[src/rtl/modclk_pkg.sv]
package modclk_pkg;

  localparam logic [1:0] MODE_OFF  = 2'd0;
  localparam logic [1:0] MODE_RSVD = 2'd1;
  localparam logic [1:0] MODE_NOW  = 2'd2;
  localparam logic [1:0] MODE_SYNC = 2'd3;

  typedef enum logic [1:0] {
    ST_IDLE = 2'd0,
    ST_WAIT = 2'd1,
    ST_RUN  = 2'd2
  } run_state_t;

  // High-phase length for a period of n cycles; n of 0 or 1 counts as 1.
  function automatic int unsigned high_cycles(input int unsigned n);
    return (n <= 1) ? 1 : (n / 2);
  endfunction

endpackage

[src/rtl/modclk_sync.sv]
module modclk_sync #(
  parameter int STAGES = 2
) (
  input  logic clk,
  input  logic rst,
  input  logic async_in,
  output logic rise
);
  logic [STAGES-1:0] chain_q;
  logic              prev_q;

  always_ff @(posedge clk) begin
    if (rst) begin
      chain_q <= '0;
      prev_q  <= 1'b0;
    end else begin
      chain_q <= {chain_q[STAGES-2:0], async_in};
      prev_q  <= chain_q[STAGES-1];
    end
  end

  assign rise = chain_q[STAGES-1] & ~prev_q;
endmodule

[src/rtl/modclk_ctrl.sv]
module modclk_ctrl
  import modclk_pkg::*;
(
  input  logic       clk,
  input  logic       rst,
  input  logic [1:0] cfg_mode,
  input  logic       sync_rise,
  output logic       en,
  output logic       start,
  output logic       run_q,
  output logic       run_d
);
  run_state_t state_q, state_n;

  assign en = cfg_mode[1];

  always_comb begin
    state_n = state_q;
    if (!en) begin
      state_n = ST_IDLE;
    end else begin
      unique case (state_q)
        ST_IDLE, ST_WAIT: begin
          if (cfg_mode == MODE_NOW || (cfg_mode == MODE_SYNC && sync_rise))
            state_n = ST_RUN;
          else
            state_n = ST_WAIT;
        end
        ST_RUN:  state_n = ST_RUN;
        default: state_n = ST_IDLE;
      endcase
    end
  end

  always_ff @(posedge clk) begin
    if (rst) state_q <= ST_IDLE;
    else     state_q <= state_n;
  end

  assign run_q = (state_q == ST_RUN);
  assign run_d = (state_n == ST_RUN);
  assign start = run_d && !run_q;
endmodule

[src/rtl/modclk_divider.sv]
module modclk_divider
  import modclk_pkg::*;
#(
  parameter int DIV_W = 6,
  parameter int ADJ_W = 6
) (
  input  logic             clk,
  input  logic             rst,
  input  logic             en,
  input  logic             start,
  input  logic             run_q,
  input  logic             run_d,
  input  logic [DIV_W-1:0] cfg_div,
  input  logic [ADJ_W-1:0] cfg_adj,
  input  logic             req_set,
  output logic             mod_clk,
  output logic             busy
);
  localparam int CNT_W = ((DIV_W > ADJ_W) ? DIV_W : ADJ_W) + 1;

  logic [CNT_W-1:0] cnt_q, cnt_n;
  logic [DIV_W-1:0] div_q, div_n, div_in;
  logic [ADJ_W-1:0] ext_q, ext_n, adj_in;
  logic             inadj_q, inadj_n;
  logic             busy_q, busy_n;
  logic             mod_q, mod_n;
  logic [CNT_W-1:0] len;
  logic             last;

  assign div_in = (cfg_div == '0) ? DIV_W'(1) : cfg_div;
  assign adj_in = (cfg_adj == '0) ? ADJ_W'(1) : cfg_adj;
  assign len    = CNT_W'(div_q) + CNT_W'(ext_q);
  assign last   = (cnt_q == len - CNT_W'(1));

  always_comb begin
    cnt_n   = cnt_q;
    div_n   = div_q;
    ext_n   = ext_q;
    inadj_n = inadj_q;
    busy_n  = busy_q;
    if (!en) begin
      cnt_n   = '0;
      ext_n   = '0;
      inadj_n = 1'b0;
      busy_n  = 1'b0;
    end else begin
      if (req_set && !busy_q) busy_n = 1'b1;
      if (start) begin
        cnt_n   = '0;
        div_n   = div_in;
        ext_n   = '0;
        inadj_n = 1'b0;
      end else if (run_q) begin
        if (last) begin
          cnt_n = '0;
          div_n = div_in;
          if (inadj_q) begin
            inadj_n = 1'b0;
            ext_n   = '0;
            busy_n  = 1'b0;
          end else if (busy_q) begin
            inadj_n = 1'b1;
            ext_n   = adj_in;
          end else begin
            ext_n   = '0;
          end
        end else begin
          cnt_n = cnt_q + CNT_W'(1);
        end
      end
    end
    mod_n = run_d && (cnt_n < CNT_W'(high_cycles(32'(div_n))));
  end

  always_ff @(posedge clk) begin
    if (rst) begin
      cnt_q   <= '0;
      div_q   <= DIV_W'(1);
      ext_q   <= '0;
      inadj_q <= 1'b0;
      busy_q  <= 1'b0;
      mod_q   <= 1'b0;
    end else begin
      cnt_q   <= cnt_n;
      div_q   <= div_n;
      ext_q   <= ext_n;
      inadj_q <= inadj_n;
      busy_q  <= busy_n;
      mod_q   <= mod_n;
    end
  end

  assign mod_clk = mod_q;
  assign busy    = busy_q;
endmodule

[src/rtl/modclk_gen.sv]
module modclk_gen #(
  parameter int DIV_W       = 6,
  parameter int ADJ_W       = 6,
  parameter int SYNC_STAGES = 2
) (
  input  logic             clk,
  input  logic             rst,
  input  logic [1:0]       cfg_mode,
  input  logic [DIV_W-1:0] cfg_div,
  input  logic [ADJ_W-1:0] cfg_adj,
  input  logic             req_set,
  input  logic             pwm_sync,
  output logic             mod_clk,
  output logic             running,
  output logic             adj_busy
);
  logic sync_rise, en, start, run_q, run_d;

  modclk_sync #(.STAGES(SYNC_STAGES)) u_sync (
    .clk(clk), .rst(rst), .async_in(pwm_sync), .rise(sync_rise)
  );

  modclk_ctrl u_ctrl (
    .clk(clk), .rst(rst), .cfg_mode(cfg_mode), .sync_rise(sync_rise),
    .en(en), .start(start), .run_q(run_q), .run_d(run_d)
  );

  modclk_divider #(.DIV_W(DIV_W), .ADJ_W(ADJ_W)) u_div (
    .clk(clk), .rst(rst), .en(en), .start(start), .run_q(run_q),
    .run_d(run_d), .cfg_div(cfg_div), .cfg_adj(cfg_adj),
    .req_set(req_set), .mod_clk(mod_clk), .busy(adj_busy)
  );

  assign running = run_q;
endmodule

[config.mk]
export PLATFORM = sky130hd
export DESIGN_NAME = modclk_gen
export DESIGN_NICKNAME = d
export VERILOG_FILES = /design/src/rtl/modclk_pkg.sv /design/src/rtl/modclk_sync.sv /design/src/rtl/modclk_ctrl.sv /design/src/rtl/modclk_divider.sv /design/src/rtl/modclk_gen.sv
export SDC_FILE = /design/constraint.sdc
export NUM_CORES = 1
export LEC_CHECK = 0
export BUFFER_PORTS_ARGS = -buffer_cell sky130_fd_sc_hd__buf_2
export CAP_MARGIN = 40
export CORE_ASPECT_RATIO = 1.1
export CORE_MARGIN = 10
export CORE_UTILIZATION = 29
export CTS_CLUSTER_DIAMETER = 60
export DETAILED_ROUTE_END_ITERATION = 6
export PLACE_DENSITY = 0.51
export SKIP_CTS_REPAIR_TIMING = 1
export SLEW_MARGIN = 30
export SYNTH_ARGS = -nofsm -noshare
export SYNTH_HDL_FRONTEND = slang
export SYNTH_SLANG_ARGS = --single-unit
export TNS_END_PERCENT = 5
[constraint.sdc]
create_clock -name clk -period 8.25 [get_ports clk]
set_input_delay 1.2375 -clock clk [delete_from_list [all_inputs] [get_ports clk]]
set_output_delay 1.2375 -clock clk [all_outputs]
set_load 0.03 [all_outputs]
## After elaboration in Yosys (flattened, before gate mapping)

Cells that the tools add are included.

- Flip-flop bits (word level): 27
- Input port bits: 18
- Output and inout bits: 3
- Word-level logic and storage cells: 60

- Add/subtract/negate cells: 3
- Magnitude comparators: 2
- Equal/unequal tests: 6
- Mux-type cells: 23
- Bitwise gates (word level): 3
- Reductions and logical operators: 14

Operator list:

| cell | count |
|---|---|
| $mux W6 | 8 |
| $mux W7 | 4 |
| $logic_not A6 Y1 | 2 |
| $eq A2 B2 Y1 const B | 4 |
| $add A6 B6 Y7 | 1 |
| $add A7 B1 Y7 const B | 1 |
| $eq A7 B7 Y1 | 1 |
| $lt A7 B7 Y1 | 1 |
| $mux W1 | 7 |
| $sub A7 B1 Y7 const B | 1 |
| $le A6 B1 Y1 const B | 1 |
| $mux W5 | 1 |
| $logic_and A1 B1 Y1 | 4 |
| $mux W2 | 2 |
| $pmux W2 S2 | 1 |
| $reduce_or A2 Y1 | 2 |
| $reduce_or A3 Y1 | 1 |
| $eq A2 B1 Y1 const B | 1 |
| $logic_not A1 Y1 | 2 |
| $logic_not A2 Y1 | 1 |
| $not A1 Y1 | 2 |
| $reduce_and A2 Y1 | 1 |
| $and A1 B1 Y1 | 1 |
| $logic_or A1 B1 Y1 | 1 |

## Logic depth before layout (Yosys ltp)

- Word-level depth: 15
- Gate-level depth with buffers: 21

## Cells and area by module

From an unflattened synthesis, not the netlist that was laid out.

- Cell total of the unflattened synthesis: 217
- Area, all modules: 1,830.5 µm²

By module, submodules not included:

| module | times used | cells an instance | area each (µm²) | sequential area each (µm²) |
|---|---|---|---|---|
| modclk_divider | 1 | 197 | 1,625.3 | 440.4 |
| modclk_ctrl | 1 | 13 | 117.6 | 40.0 |
| modclk_sync | 1 | 7 | 87.6 | 60.1 |

## Worst setup path after synthesis

No wires, ideal clock.

- Path type: register to register
- Start point: register u_div.div_q[1]
- End point: register u_div.mod_q, in the netlist u_div.mod_clk
- Setup time: 0.059 ns
- Arrival time: 3.734 ns
- Required time: 8.191 ns
- Path slack: 4.457 ns
- Cell stages (with the launch flop): 22
- Path buffers: 1
- Period minus slack after synthesis: 3.793 ns
- Cell sequence: dfxtp_1 inv_1 ha_1 inv_1 ha_1 inv_1 fa_1 xor2_1 and4_1 o311ai_1 a2111oi_4 a21oi_1 buf_2 nand3b_1 and2_1 ha_1 a21oi_1 nand2_1 a21oi_1 nand2_1 a21oi_1 o31a_1

- Longest elaborated chain between the ends: 11
- Elaborated cells between the ends (all ways): 15
- Classes of those cells: 2 x add/sub; 2 x order compare; 1 x eq/ne; 9 x mux; 1 x reduce/logical

Ends and longest elaborated chain:

| element | RTL line | text |
|---|---|---|
| start, declared | modclk_divider.sv:22 | `logic [DIV_W-1:0] div_q, div_n, div_in;` |
| start signal, assigned | modclk_divider.sv:85 | `div_q <= div_n;` |
| $add A6 B6 Y7 | modclk_divider.sv:32 | `assign len = CNT_W'(div_q) + CNT_W'(ext_q);` |
| $sub A7 B1 Y7 | modclk_divider.sv:33 | `assign last = (cnt_q == len - CNT_W'(1));` |
| $eq A7 B7 Y1 | modclk_divider.sv:33 |  |
| $mux W6 | modclk_divider.sv:54 | `if (last) begin` |
| $mux W6 | modclk_divider.sv:53 | `end else if (run_q) begin` |
| $mux W6 | modclk_divider.sv:48 | `if (start) begin` |
| $mux W6 | modclk_divider.sv:41 | `if (!en) begin` |
| $le A6 B1 Y1 | modclk_pkg.sv:16 | `return (n <= 1) ? 1 : (n / 2);` |
| $mux W5 | modclk_pkg.sv:16 |  |
| $lt A7 B7 Y1 (*) | modclk_divider.sv:72 | `mod_n = run_d && (cnt_n < CNT_W'(high_cycles(32'(div_n))));` |
| $logic_and A1 B1 Y1 (*) | modclk_divider.sv:72 |  |
| end signal, assigned | modclk_divider.sv:89 | `mod_q <= mod_n;` |
| end, declared | modclk_divider.sv:26 | `logic mod_q, mod_n;` |

Mark *: on every way between the ends. The rest lies on a longest branch, timed or not.
A chain may end at the register's enable or synchronous reset.

## Worst setup path after layout

- Start point: register u_div.div_q[1]
- End point: register u_div.mod_q, in the netlist u_div.mod_clk

- Elaborated cells between the ends (all ways): 15
- Classes of those cells: 2 x add/sub; 2 x order compare; 1 x eq/ne; 9 x mux; 1 x reduce/logical

RTL lines:

| element | RTL line | text |
|---|---|---|
| $add A6 B6 Y7 | modclk_divider.sv:32 |  |
| $sub A7 B1 Y7 | modclk_divider.sv:33 |  |
| $eq A7 B7 Y1 | modclk_divider.sv:33 |  |
| $mux W7 | modclk_divider.sv:54 |  |
| $mux W7 | modclk_divider.sv:53 |  |
| $mux W7 | modclk_divider.sv:48 |  |
| $mux W7 | modclk_divider.sv:41 |  |
| net u_div.cnt_n[3] | modclk_divider.sv:21 | `logic [CNT_W-1:0] cnt_q, cnt_n;` |
| $lt A7 B7 Y1 | modclk_divider.sv:72 |  |
| $logic_and A1 B1 Y1 | modclk_divider.sv:72 |  |

The timed path passes the listed nets, and every way through them passes these cells.

==> results.py <==
metrics = {
    "sta": {
        "finalSetupTns_ps": 0,
        "relSlewSlack": 0.502,
        "setup_violations": 0,
        "hold_slack_ps": 444,
        "period_needed_ps": 4290,
        "fmax_mhz": 233,
        "hold_viol": 0,
        "skew_ps": 4.66,
        "setup_slack_ps": 3960,
        "worstMarginPinSlew_ps": 746,
        "rsz0062_at_grt": "false",
        "fin_crit_sh": 0.520,
        "timing.final.max_slew_violations": 0,
    },
    "worst_setup_path": {
        "timing.rr.start": "u_div.div_q[1]$_SDFF_PP0_",
        "regToRegEndpoint": "u_div.mod_clk$_SDFF_PP0_",
        "end_kind": "flop",
        "cp.required_ps": 8480,
        "crit_fanout": 14,
        "start_kind": "flop",
        "startpoint": "u_div.div_q[1]$_SDFF_PP0_",
        "reg2reg_depth": 19,
        "critical_path_class": "flop to flop",
        "worstPathArrival_ps": 4520,
        "reg2reg_slack_ps": 3960,
        "endpoint": "u_div.mod_clk$_SDFF_PP0_",
    },
    "logic_synthesis": {
        "syn-cell-area_um2": 1740,
        "ys_seq_area_frac": 0.311,
        "ys_types": 42,
        "synth-seq-cells": 27,
        "syn_inst": 207,
        "synth_area_leaders": "dfxtp_1, ha_1, inv_1",
        "ys.flop_type": "dfxtp_1",
        "synth-edff-count": 0,
        "yosys_warnings": 0,
        "synth_nets": 242,
        "synthArstFlopShare": 0,
        "synth_top_area_share": 0.311,
        "synth_top_area_cell": "dfxtp_1",
        "syn_area_per_cell_um2": 8.40,
    },
    "place": {
        "port_buffers": 20,
        "gp_congestion": 0.790,
        "place_ws_ps": 4020,
        "dp_hpwl_mm": 3.10,
    },
    "cts": {
        "clkLatencyLatePin_ps": 280,
        "cts_tree": "yes",
        "cts_max_path_buffers": 2,
        "cts_buffers": 3,
        "clockRootBuffer": "clkbuf_8",
        "h-tree-depth": 1,
        "clk_pin_slew_ps": 100,
        "cts_sinks": 27,
    },
    "cells_and_area": {
        "final_nets": 259,
        "final_cell_mix": "inv_1, dfxtp_1, buf_2",
        "drive_gt1_frac": 0.130,
        "multiInputGateArea_um2": 1040,
        "antenna_cells": 0,
        "fillers": 636,
        "area_growth_pct": 10.9,
        "seq_area_um2": 541,
    },
    "floorplanning": {
        "fp.coreArea_um2": 5810,
        "start_util": 0.300,
        "fp.dieArea_um2": 9500,
        "die-height_um": 101,
        "io_pins": 21,
        "die_x_um": 93.8,
        "rows": 29,
    },
    "route": {
        "drt_wl_total_mm": 3.82,
        "wl_per_cell_um": 12.7,
        "vias": 1399,
        "drtIter0Drc": 42,
        "ant_nets": 0,
        "via_per_inst": 4.66,
        "dr.pass1.iters": 4,
        "drcViolationCount": 0,
    },
    "global_routing": {
        "grt_max_degree": 17,
        "track_usage": 0.0778,
        "antenna_found_initial": 0,
        "grt_pass1_vias": 1337,
        "grt_pass1_wl_mm": 6.14,
        "overflow": 0,
    },
    "run_status": {
        "status": "complete, no violations",
    },
    "power_and_ir_drop": {
        "power_leakage_nw": 0.759,
        "power_density_nw_per_um2": 143,
        "ir_drop_mv": 0.0848,
    },
    "run": {
        "maxCapViolCount": 0,
    },
    "min_path": {
        "worstHoldPathType": "flop to flop",
    },
}
sequential cells by signal (all words and copies together), names as in the netlist:
signal,flops
u_div.cnt_q,7
u_div.div_q,6
u_div.ext_q,6
u_ctrl.state_q,2
u_sync.chain_q,2
u_div.busy,1
u_div.inadj_q,1
u_div.mod_clk,1
u_sync.prev_q,1
where the power goes:
| part | total (W) | switching, W | internal (W) |
|---|---|---|---|
| Sequential | 0.000135 | 0.00000152 | 0.000134 |
| Clock | 0.0000791 | 0.0000448 | 0.0000343 |
| Combinational | 0.0000621 | 0.0000353 | 0.0000268 |
| Total | 0.000276 | 0.0000816 | 0.000195 |
cells by family after synthesis:
kind of cell    Yosys count  synth area share
flops                    27             0.311
compound gates           48             0.180
mux                       4            0.0259
buf+inv                  36            0.0935
xor+xnor                 16            0.0806
fa+ha+maj                17             0.127
simple gates             59             0.183
synthesized netlist by cell type (all sizes together) (2+ instances only):
cell type and number:
and2b 2, nand3b 5, dfxtp 27, clkbuf 4, nand2 7, buf 5, nor4 6, xor2 7
mux2i 3, ha 16, nand3 2, o21ai 10, o21a 3, nor2 18, xnor2 9, o311ai 2
a21oi 18, nand4 2, a31oi 7, inv 27, and2 5, nor2b 5, or3 2
critical path, stage by stage, from the launching register on:
cell,delay (ps)
dfxtp_1,360
inv_1,50
ha_1,260
inv_1,70
ha_1,160
inv_1,50
fa_1,490
xor2_1,140
and4_1,210
o311ai_1,140
a2111oi_4,480
and2_0,680
nor4_1,140
ha_1,360
a21oi_1,160
nand2_1,60
a21oi_1,140
nand2_1,60
a21oi_1,110
o31a_1,130
worst min path at each step:
stage / cells after the start / from / slack (ps) / to
after floorplan: 2 / u_sync.chain_q[1]$_SDFF_PP0_ / 410 / u_sync.prev_q$_SDFF_PP0_
after global placement: 2 / u_sync.chain_q[1]$_SDFF_PP0_ / 420 / u_sync.prev_q$_SDFF_PP0_
after detailed placement: 2 / u_sync.chain_q[1]$_SDFF_PP0_ / 430 / u_sync.prev_q$_SDFF_PP0_
after CTS: 2 / u_sync.chain_q[1]$_SDFF_PP0_ / 450 / u_sync.prev_q$_SDFF_PP0_
after global routing: 1 / u_sync.chain_q[0]$_SDFF_PP0_ / 470 / u_sync.chain_q[1]$_SDFF_PP0_
final: 2 / u_sync.chain_q[1]$_SDFF_PP0_ / 440 / u_sync.prev_q$_SDFF_PP0_
metrics by stage:
step	std cells	util	instance area (um2)	power, W
CTS	299	0.331	1920	0.000279
floorplan	207	-	1740	0.000186
finish	300	0.332	1930	0.000276
global route	300	0.332	1930	0.000292
detailed placement	295	0.323	1870	0.000200
global placement	295	0.323	1870	0.000201
area by class of cell:
| type | count | share of cell area |
|---|---|---|
| clock inverters | 1 | 0.00389 |
| repair buffers | 21 | 0.0545 |
| clock buffers | 3 | 0.0214 |
| flip-flops and latches | 27 | 0.280 |
| well taps | 77 | 0.0500 |
| inverters | 27 | 0.0526 |
| multi-input cells | 144 | 0.537 |
metal layers:
metal,global-route usage,routed length [um],vias to the layer above
li1,-,-,741
met1,0.103,1940,639
met2,0.125,1730,15
met3,0.0163,118,4
met4,0.0211,31,0
met5,0,0,-
No activity file was read; power rests on OpenSTA's default activity.
